File: src/rtl/sdram_burst_colgen.sv
module sdram_burst_colgen #(
  parameter int COL_W = 8
) (
  input  logic             clk,
  input  logic             rst_n,
  input  logic             start,
  input  logic [COL_W-1:0] start_col,
  input  logic [2:0]       len_sel,
  input  logic             ilv,
  input  logic             stop,
  output logic             col_valid,
  output logic [COL_W-1:0] col,
  output logic             col_last
);
  localparam logic [COL_W-1:0] ONES = {COL_W{1'b1}};

  logic [COL_W-1:0] base_q, cnt_q, mask, low;
  logic [1:0]       lg_q;
  logic             fp_q, ilv_q, vld_q;

  assign mask      = fp_q ? ONES : ~(ONES << lg_q);
  assign low       = (ilv_q && !fp_q) ? (base_q ^ cnt_q) : (base_q + cnt_q);
  assign col       = (base_q & ~mask) | (low & mask);
  assign col_valid = vld_q;
  assign col_last  = vld_q && !fp_q && (cnt_q == mask);

  always_ff @(posedge clk or negedge rst_n) begin
    if (!rst_n) begin
      base_q <= '0;
      cnt_q  <= '0;
      lg_q   <= '0;
      fp_q   <= 1'b0;
      ilv_q  <= 1'b0;
      vld_q  <= 1'b0;
    end else if (start) begin
      base_q <= start_col;
      cnt_q  <= '0;
      lg_q   <= len_sel[1:0];
      fp_q   <= len_sel[2];
      ilv_q  <= ilv;
      vld_q  <= 1'b1;
    end else if (vld_q) begin
      if (stop || col_last) vld_q <= 1'b0;
      else cnt_q <= cnt_q + 1'b1;
    end
  end


  start_load_chk: assert property (@(posedge clk) disable iff (!rst_n)
    start |=> (col_valid && col == $past(start_col)));

  last_end_chk: assert property (@(posedge clk) disable iff (!rst_n)
    (col_last && !start) |=> !col_valid);

  stop_end_chk: assert property (@(posedge clk) disable iff (!rst_n)
    (stop && !start && col_valid) |=> !col_valid);

  idle_stay_chk: assert property (@(posedge clk) disable iff (!rst_n)
    (!col_valid && !start) |=> !col_valid);

  fp_nolast_chk: assert property (@(posedge clk) disable iff (!rst_n)
    fp_q |-> !col_last);

  upper_hold_chk: assert property (@(posedge clk) disable iff (!rst_n)
    (col_valid && !start && !stop && !col_last && !fp_q)
      |=> (col[COL_W-1:3] == $past(col[COL_W-1:3])));

  last_valid_chk: assert property (@(posedge clk) disable iff (!rst_n)
    col_last |-> col_valid);
endmodule

File: config.mk
export PLATFORM = sky130hd
export DESIGN_NAME = sdram_burst_colgen
export DESIGN_NICKNAME = d
export VERILOG_FILES = /design/src/rtl/sdram_burst_colgen.sv
export SDC_FILE = /design/constraint.sdc
export NUM_CORES = 1
export LEC_CHECK = 0
export ABC_AREA = 1
export BUFFER_PORTS_ARGS = -buffer_cell sky130_fd_sc_hd__buf_2
export CAP_MARGIN = 25
export CORE_MARGIN = 8
export CORE_UTILIZATION = 50
export CTS_CLUSTER_DIAMETER = 40
export DETAILED_ROUTE_END_ITERATION = 7
export GPL_TIMING_DRIVEN = 0
export HOLD_SLACK_MARGIN = 0.03
export PLACE_DENSITY = 0.74
export SYNTH_ARGS = -nofsm -noshare
export SYNTH_HDL_FRONTEND = slang
export SYNTH_SLANG_ARGS = --single-unit
File: constraint.sdc
create_clock -name clk -period 2.4 [get_ports clk]
set_clock_uncertainty 0.05 [all_clocks]
set_input_delay 0.48 -clock clk [delete_from_list [all_inputs] [get_ports clk]]
set_output_delay 0.48 -clock clk [all_outputs]
set_load 0.005 [all_outputs]
==> results of run 1 <==
-- placed cells by master, fill, tap and decap left out, drive strengths merged --
| master | n |
|---|---|
| a211oi | 1 |
| a21oi | 5 |
| buf | 36 |
| clkbuf | 6 |
| clkinv | 2 |
| dfrtp | 21 |
| fa | 1 |
| ha | 8 |
| inv | 41 |
| nand2 | 69 |
| nand2b | 1 |
| nand3 | 22 |
| nand4 | 14 |
| nor2 | 15 |
| o21ai | 16 |
| o22ai | 2 |
| o31ai | 1 |
| xnor2 | 2 |
| xor2 | 1 |
-- repair_timing --
item / CTS / global route
endpoints found under the hold margin: 0 / 0
pin swaps: 6 / 4
buffers inserted: 8 / 3
gates resized for setup: 19 / 10
setup endpoints to repair: 6 / 6
-- metrics by stage --
step | instances | TNS, ns
after CTS | 295 | -0.0473
after global placement | 283 | 0
after floorplan | 225 | 0
final | 297 | -0.104
after global routing | 297 | -0.475
after detailed placement | 283 | 0
-- cell type report --
cell class	instances	area, um^2	area share, %
tap	33	41.3	2.14
multi-input combinational	158	951	49.2
clock buffer	3	22.5	1.17
clock inverter	1	5.00	0.259
buffer	4	16.3	0.842
inverter	42	158	8.16
timing repair buffer	35	204	10.6
sequential	21	534	27.7
-- worst paths after layout --
path                            start        end  depth (start not counted)
max                          cnt_q[0]     col[4]                          8
min                             rst_n  base_q[1]                          1
max reg2reg                  cnt_q[0]   cnt_q[7]                          9
min reg2reg                     ilv_q      ilv_q                          2
max in group asynchronous       rst_n   cnt_q[4]                          1
min in group clk           len_sel[1]    lg_q[1]                          3
-- kinds of logic after synthesis --
| logic type | after synthesis |
|---|---|
| XOR/XNOR | 3 |
| flip-flops | 21 |
| buffers and inverters | 46 |
| adder cells (fa/ha/maj) | 9 |
| AO/OA/AOI/OAI | 25 |
| AND/OR/NAND/NOR | 121 |
-- worst register-to-register path, stage by stage, from the launching register on --
cell and delay (ns):
dfrtp_2 0.46, buf_4 0.14, buf_4 0.15, inv_1 0.09, nand3_1 0.08, nand2_1 0.11, nand4_4 0.18, nand2_4 0.18
nand3_1 0.09, nand2_1 0.07
-- registers in the layout, indices dropped and copies added, names as in the netlist --
signal / cells
ilv_q: 1
fp_q: 1
lg_q: 2
col_valid: 1
cnt_q: 8
base_q: 8
-- layer usage --
| layer | share of wire (%) | routed length (um) | global-route usage, % | vias to the layer above |
|---|---|---|---|---|
| li1 | - | - | - | 801 |
| met1 | 42 | 1670 | 18.2 | 735 |
| met2 | 52 | 2030 | 30.9 | 34 |
| met3 | 4.2 | 165 | 3.77 | 6 |
| met4 | 1.7 | 67 | 6.93 | 0 |
| met5 | 0 | 0 | 0 | - |
-- power groups by stage --
stage | Sequential, mW | Combinational (mW) | Clock (mW)
2_1_floorplan | 0.398 | 0.122 | 0
3_3_place_gp | 0.403 | 0.185 | 0
3_5_place_dp | 0.403 | 0.189 | 0
4_1_cts | 0.398 | 0.210 | 0.182
5_1_grt | 0.403 | 0.254 | 0.194
6_report | 0.400 | 0.223 | 0.176
==> results.py, run 1 <==
metrics = {
    "status": {
        "violations": "setup timing",
        "status": "finished, violations left",
    },
    "clock_tree": {
        "clk_pin_slew_ns": 0.12,
        "cts_tree": "done",
        "numCtsBuffers": 3,
        "cts_htree_levels": 1,
        "cts_sinks": 21,
        "clk_latency_ns": 0.32,
        "cts_buffer_depth": 2,
        "cts-root-buf": "clkbuf_4",
        "cts_hold_buf": 0,
    },
    "pwr": {
        "internal-power_uw": 533,
        "pwr-share-clk_pct": 22.0,
        "power.switching_fraction_pct": 33.3,
        "power.density_nw_per_um2": 414,
        "vdd_drop_max_mv": 0.334,
        "p_seq_share_pct": 50.0,
        "p_sw_uw": 266,
        "leakage_nw": 1.06,
        "finalPower_uw": 799,
        "comb_power_share_pct": 27.9,
    },
    "yosys": {
        "synth_top_area_cell": "dfrtp_1",
        "synth_seq_cells": 21,
        "yosys.area_share.xor_xnor_pct": 1.72,
        "synth.area.mux_share_pct": 0,
        "syn-num-nets": 250,
        "yosys_most_used_dff": "dfrtp_1",
        "synth-compound-area-share_pct": 8.70,
        "synth_edf_count": 0,
        "ys_top_cells_by_count": "nand2_1 (67), inv_1 (40), nand3_1 (22)",
        "synthSimpleGateAreaFrac_pct": 35.8,
        "synthDistinctLibCells": 25,
        "syn_area_per_cell_um2": 6.78,
        "yosys.cell_count.top_type": "nand2_1",
        "synthTopCellsByArea": "dfrtp_1 (34%), nand2_1 (16%), inv_1 (9.8%)",
        "synthAdderAreaFrac_pct": 7.88,
        "synth_top_area_share_pct": 34.5,
        "syn_inst": 225,
        "ys_seq_area_share_pct": 34.5,
        "syn_area_um2": 1530,
        "ys_async_sr_fraction_pct": 100,
        "yosys_warnings": 0,
        "synth_top_family_by_area": "simple AND/OR/NAND/NOR gates",
    },
    "setup_path": {
        "path_buf_inv": 2,
        "endpoint_kind": "output pin",
        "worst_path_most_repeated_cell": "nand2_1",
        "r2r_slack_ns": 0.75,
        "cp_max_fo": 3,
        "worst_path_largest_cell_delay_ns": 0.42,
        "critical_path.top_delay_family": "adder cells",
        "worst_path_max_delay_cell": "dfrtp_2",
        "path_class": "register to output pin",
        "path_cells": "ha_4 > inv_2 > fa_2 > o31ai_4 > nand2_1 > nand2_1 > o22ai_1 > buf_2",
        "arrival_ns": 1.93,
        "required_ns": 1.87,
        "worst_setup_path_start_kind": "register",
    },
    "floorplanning": {
        "start_util_pct": 51.2,
        "ios": 26,
        "rows": 20,
        "die_area_um2": 5070,
        "fp.dieH_um": 71.2,
        "die_x_um": 71.2,
        "core-area_um2": 2980,
    },
    "route": {
        "antenna_left": 0,
        "vias": 1576,
        "routed_wl_um": 3940,
        "drt-wirelength-per-cell_um": 13.3,
        "initialDrtViolationCount": 85,
        "route.detailed.drc": 0,
        "dr.pass1.iters": 4,
        "via_per_inst": 5.31,
    },
    "finish": {
        "post-route-util_pct": 64.9,
        "fin_area_um2": 1930,
        "nFillCells": 279,
        "area_growth_pct": 26.7,
        "antenna_cells": 0,
        "drive_gt1_share_pct": 26.1,
        "nets": 290,
    },
    "place": {
        "io_buffers": 25,
        "gp_congestion": 0.848,
        "pre_cts_slack_ns": 0.0307,
        "place_hpwl_um": 2710,
        "place_area_um2": 1690,
    },
    "sta": {
        "drv_slew": 0,
        "holdWs_ns": 0.0495,
        "post-route-min-period_ns": 2.46,
        "worstMarginPinSlew_ns": 0.707,
        "fin_crit_sh_pct": 103,
        "fin_ws_ns": -0.0603,
        "relSlewSlack_pct": 52.7,
        "hold_viol_final": 0,
        "rsz0062_at_grt": "yes",
        "fmax_mhz": 406,
        "setup_viol": 2,
    },
    "global_route": {
        "grt_pass1_vias": 1638,
        "antenna_found_initial": 0,
        "grt_pass1_wl_um": 7020,
        "grt_usage_pct": 16.9,
        "overflow": 0,
        "grt_max_degree": 22,
    },
    "flow_run": {
        "cap_violations": 0,
    },
    "worst_hold_path": {
        "worstHoldPathType": "input pin to asynchronous set/reset pin",
    },
}
Power figures use the tool's default switching activity.
==> run 2, diff against run 1 <==
--- a/config.mk
+++ b/config.mk
@@ -18,3 +18,4 @@
 export SYNTH_ARGS = -nofsm -noshare
 export SYNTH_HDL_FRONTEND = slang
 export SYNTH_SLANG_ARGS = --single-unit
+export TNS_END_PERCENT = 1
==> run 2 against run 1 <==
  * The flow still finishes with violations (setup timing)
  * Design area decreased by 3.4%
  * Critical path depth increased by 2
  * Global-route usage decreased by 0.35 points
  * Register-to-register slack about the same
  * Core utilization decreased by 2.2 points
  * Largest cell class unchanged
  * Critical path type unchanged
  * Sequential power about the same
==> results.py, run 2 (synthesis gave the netlist of run 1 again) <==
metrics = {
    "clock_tree": {
        "cts_htree_levels": 1,
        "cts-root-buf": "clkbuf_4",
        "cts_sinks": 21,
        "numCtsBuffers": 3,
        "clk_latency_ns": 0.31,
        "cts_buffer_depth": 2,
        "clk_pin_slew_ns": 0.12,
        "cts_tree": "done",
    },
    "global_route": {
        "grt_max_degree": 22,
        "overflow": 0,
        "grt_usage_pct": 16.6,
        "grt_pass1_vias": 1625,
        "antenna_found_initial": 0,
        "grt_pass1_wl_um": 6870,
    },
    "setup_path": {
        "cp_max_fo": 3,
        "worst_setup_path_start_kind": "register",
        "endpoint_kind": "output pin",
        "arrival_ns": 1.88,
        "path_class": "register to output pin",
        "required_ns": 1.87,
    },
    "sta": {
        "relSlewSlack_pct": 52.9,
        "drv_slew": 0,
        "fmax_mhz": 414,
        "hold_viol_final": 0,
        "rsz0062_at_grt": "yes",
        "worstMarginPinSlew_ns": 0.704,
        "post-route-min-period_ns": 2.41,
        "fin_crit_sh_pct": 101,
        "setup_viol": 2,
        "fin_ws_ns": -0.0142,
    },
    "pwr": {
        "vdd_drop_max_mv": 0.329,
        "finalPower_uw": 786,
        "power.density_nw_per_um2": 421,
        "leakage_nw": 1.05,
    },
    "finish": {
        "nets": 288,
        "antenna_cells": 0,
        "drive_gt1_share_pct": 23.3,
        "multi_input_area_um2": 903,
        "fin_area_um2": 1870,
        "final_cell_mix": "nand2_1 (67), inv_1 (38), buf_2 (26)",
        "area_growth_pct": 22.3,
        "final_common_cell": "nand2_1",
        "reg_top3": "base_q (8), cnt_q (8), lg_q (2)",
        "nFillCells": 285,
        "final_cells": 295,
        "regArea_um2": 534,
    },
    "route": {
        "route.detailed.drc": 0,
        "vias": 1581,
        "dr.pass1.iters": 4,
        "routed_wl_um": 3810,
        "initialDrtViolationCount": 74,
        "antenna_left": 0,
        "via_per_inst": 5.36,
        "drt-wirelength-per-cell_um": 12.9,
    },
    "floorplanning": {
        "fp.dieH_um": 71.2,
        "core-area_um2": 2980,
        "rows": 20,
        "die_area_um2": 5070,
        "die_x_um": 71.2,
        "start_util_pct": 51.2,
        "ios": 26,
    },
    "place": {
        "gp_congestion": 0.848,
        "place_area_um2": 1690,
        "io_buffers": 25,
        "place_hpwl_um": 2710,
        "placed_cells": 283,
    },
    "status": {
        "status": "finished, violations left",
        "violations": "setup timing",
    },
    "flow_run": {
        "cap_violations": 0,
    },
    "worst_hold_path": {
        "worstHoldPathType": "input pin to asynchronous set/reset pin",
    },
}
## run 2: changes by cell type in the layout (fill, tap and decap cells not counted), sizes merged
cell,before,now
buf,36,34
## run 2: timing repair
| action | CTS | global route |
|---|---|---|
| setup buffers | 6 | 2 |
| pin swaps | 6 | 1 |
| resized for setup | 17 | 4 |
| hold buffers | 0 | 0 |
| endpoints found under the hold margin | 0 | 0 |
| endpoints found under the setup margin | 6 | 6 |
## run 2: power breakdown
group          internal (mW)  switching (mW)
sequential             0.376          0.0220
clock                 0.0624           0.114
combinational         0.0864           0.125
total                  0.525           0.261
## run 2: worst max-delay path: stages, from the launching register on
cell and delay, ns:
dfrtp_2 0.42, ha_4 0.15, inv_2 0.03, fa_2 0.38, inv_2 0.08, nand4_1 0.10
nand3_1 0.08, nand2_1 0.05, nand3_1 0.07, o21ai_1 0.07, buf_2 0.14
## run 2: cell type report
class	instances	share of cell area [%]
Timing Repair Buffer	33	9.93
Inverter	42	8.45
Multi-Input combinational cell	158	48.4
Clock inverter	1	0.268
Sequential cell	21	28.6
Tap cell	33	2.21
Clock buffer	3	1.21
Buffer	4	0.872
## run 2: path summary, 6_finish.rpt
path | from | end | slack [ns] | cells after the start
hold / removal | rst_n | base_q[2] | 0.05 | 1
setup reg to reg | cnt_q[0] | cnt_q[7] | 0.75 | 9
setup / recovery | cnt_q[0] | col[6] | -0.01 | 10
hold reg to reg | ilv_q | ilv_q | 0.50 | 2
max in group asynchronous | rst_n | cnt_q[5] | 1.88 | 1
min in group clk | len_sel[1] | lg_q[1] | 0.30 | 3
## run 2: layer usage
metal / track usage, % / wire length, um / up-vias
met5: 0 / 0 / -
met4: 7.85 / 125 / 0
met3: 3.77 / 183 / 12
met2: 29.9 / 1860 / 41
met1: 17.7 / 1640 / 733
li1: - / - / 795
## run 2: per-stage QoR
step                util, %  setup TNS [ns]  hold slack (ns)  setup slack, ns
floorplan                 -               0            0.134            0.355
global placement       56.8               0            0.417            0.103
detailed placement     56.8               0            0.414           0.0307
CTS                    61.9         -0.0922           0.0562          -0.0473
global route           62.6          -0.615           0.0771           -0.161
finish                 62.6         -0.0263           0.0538          -0.0142
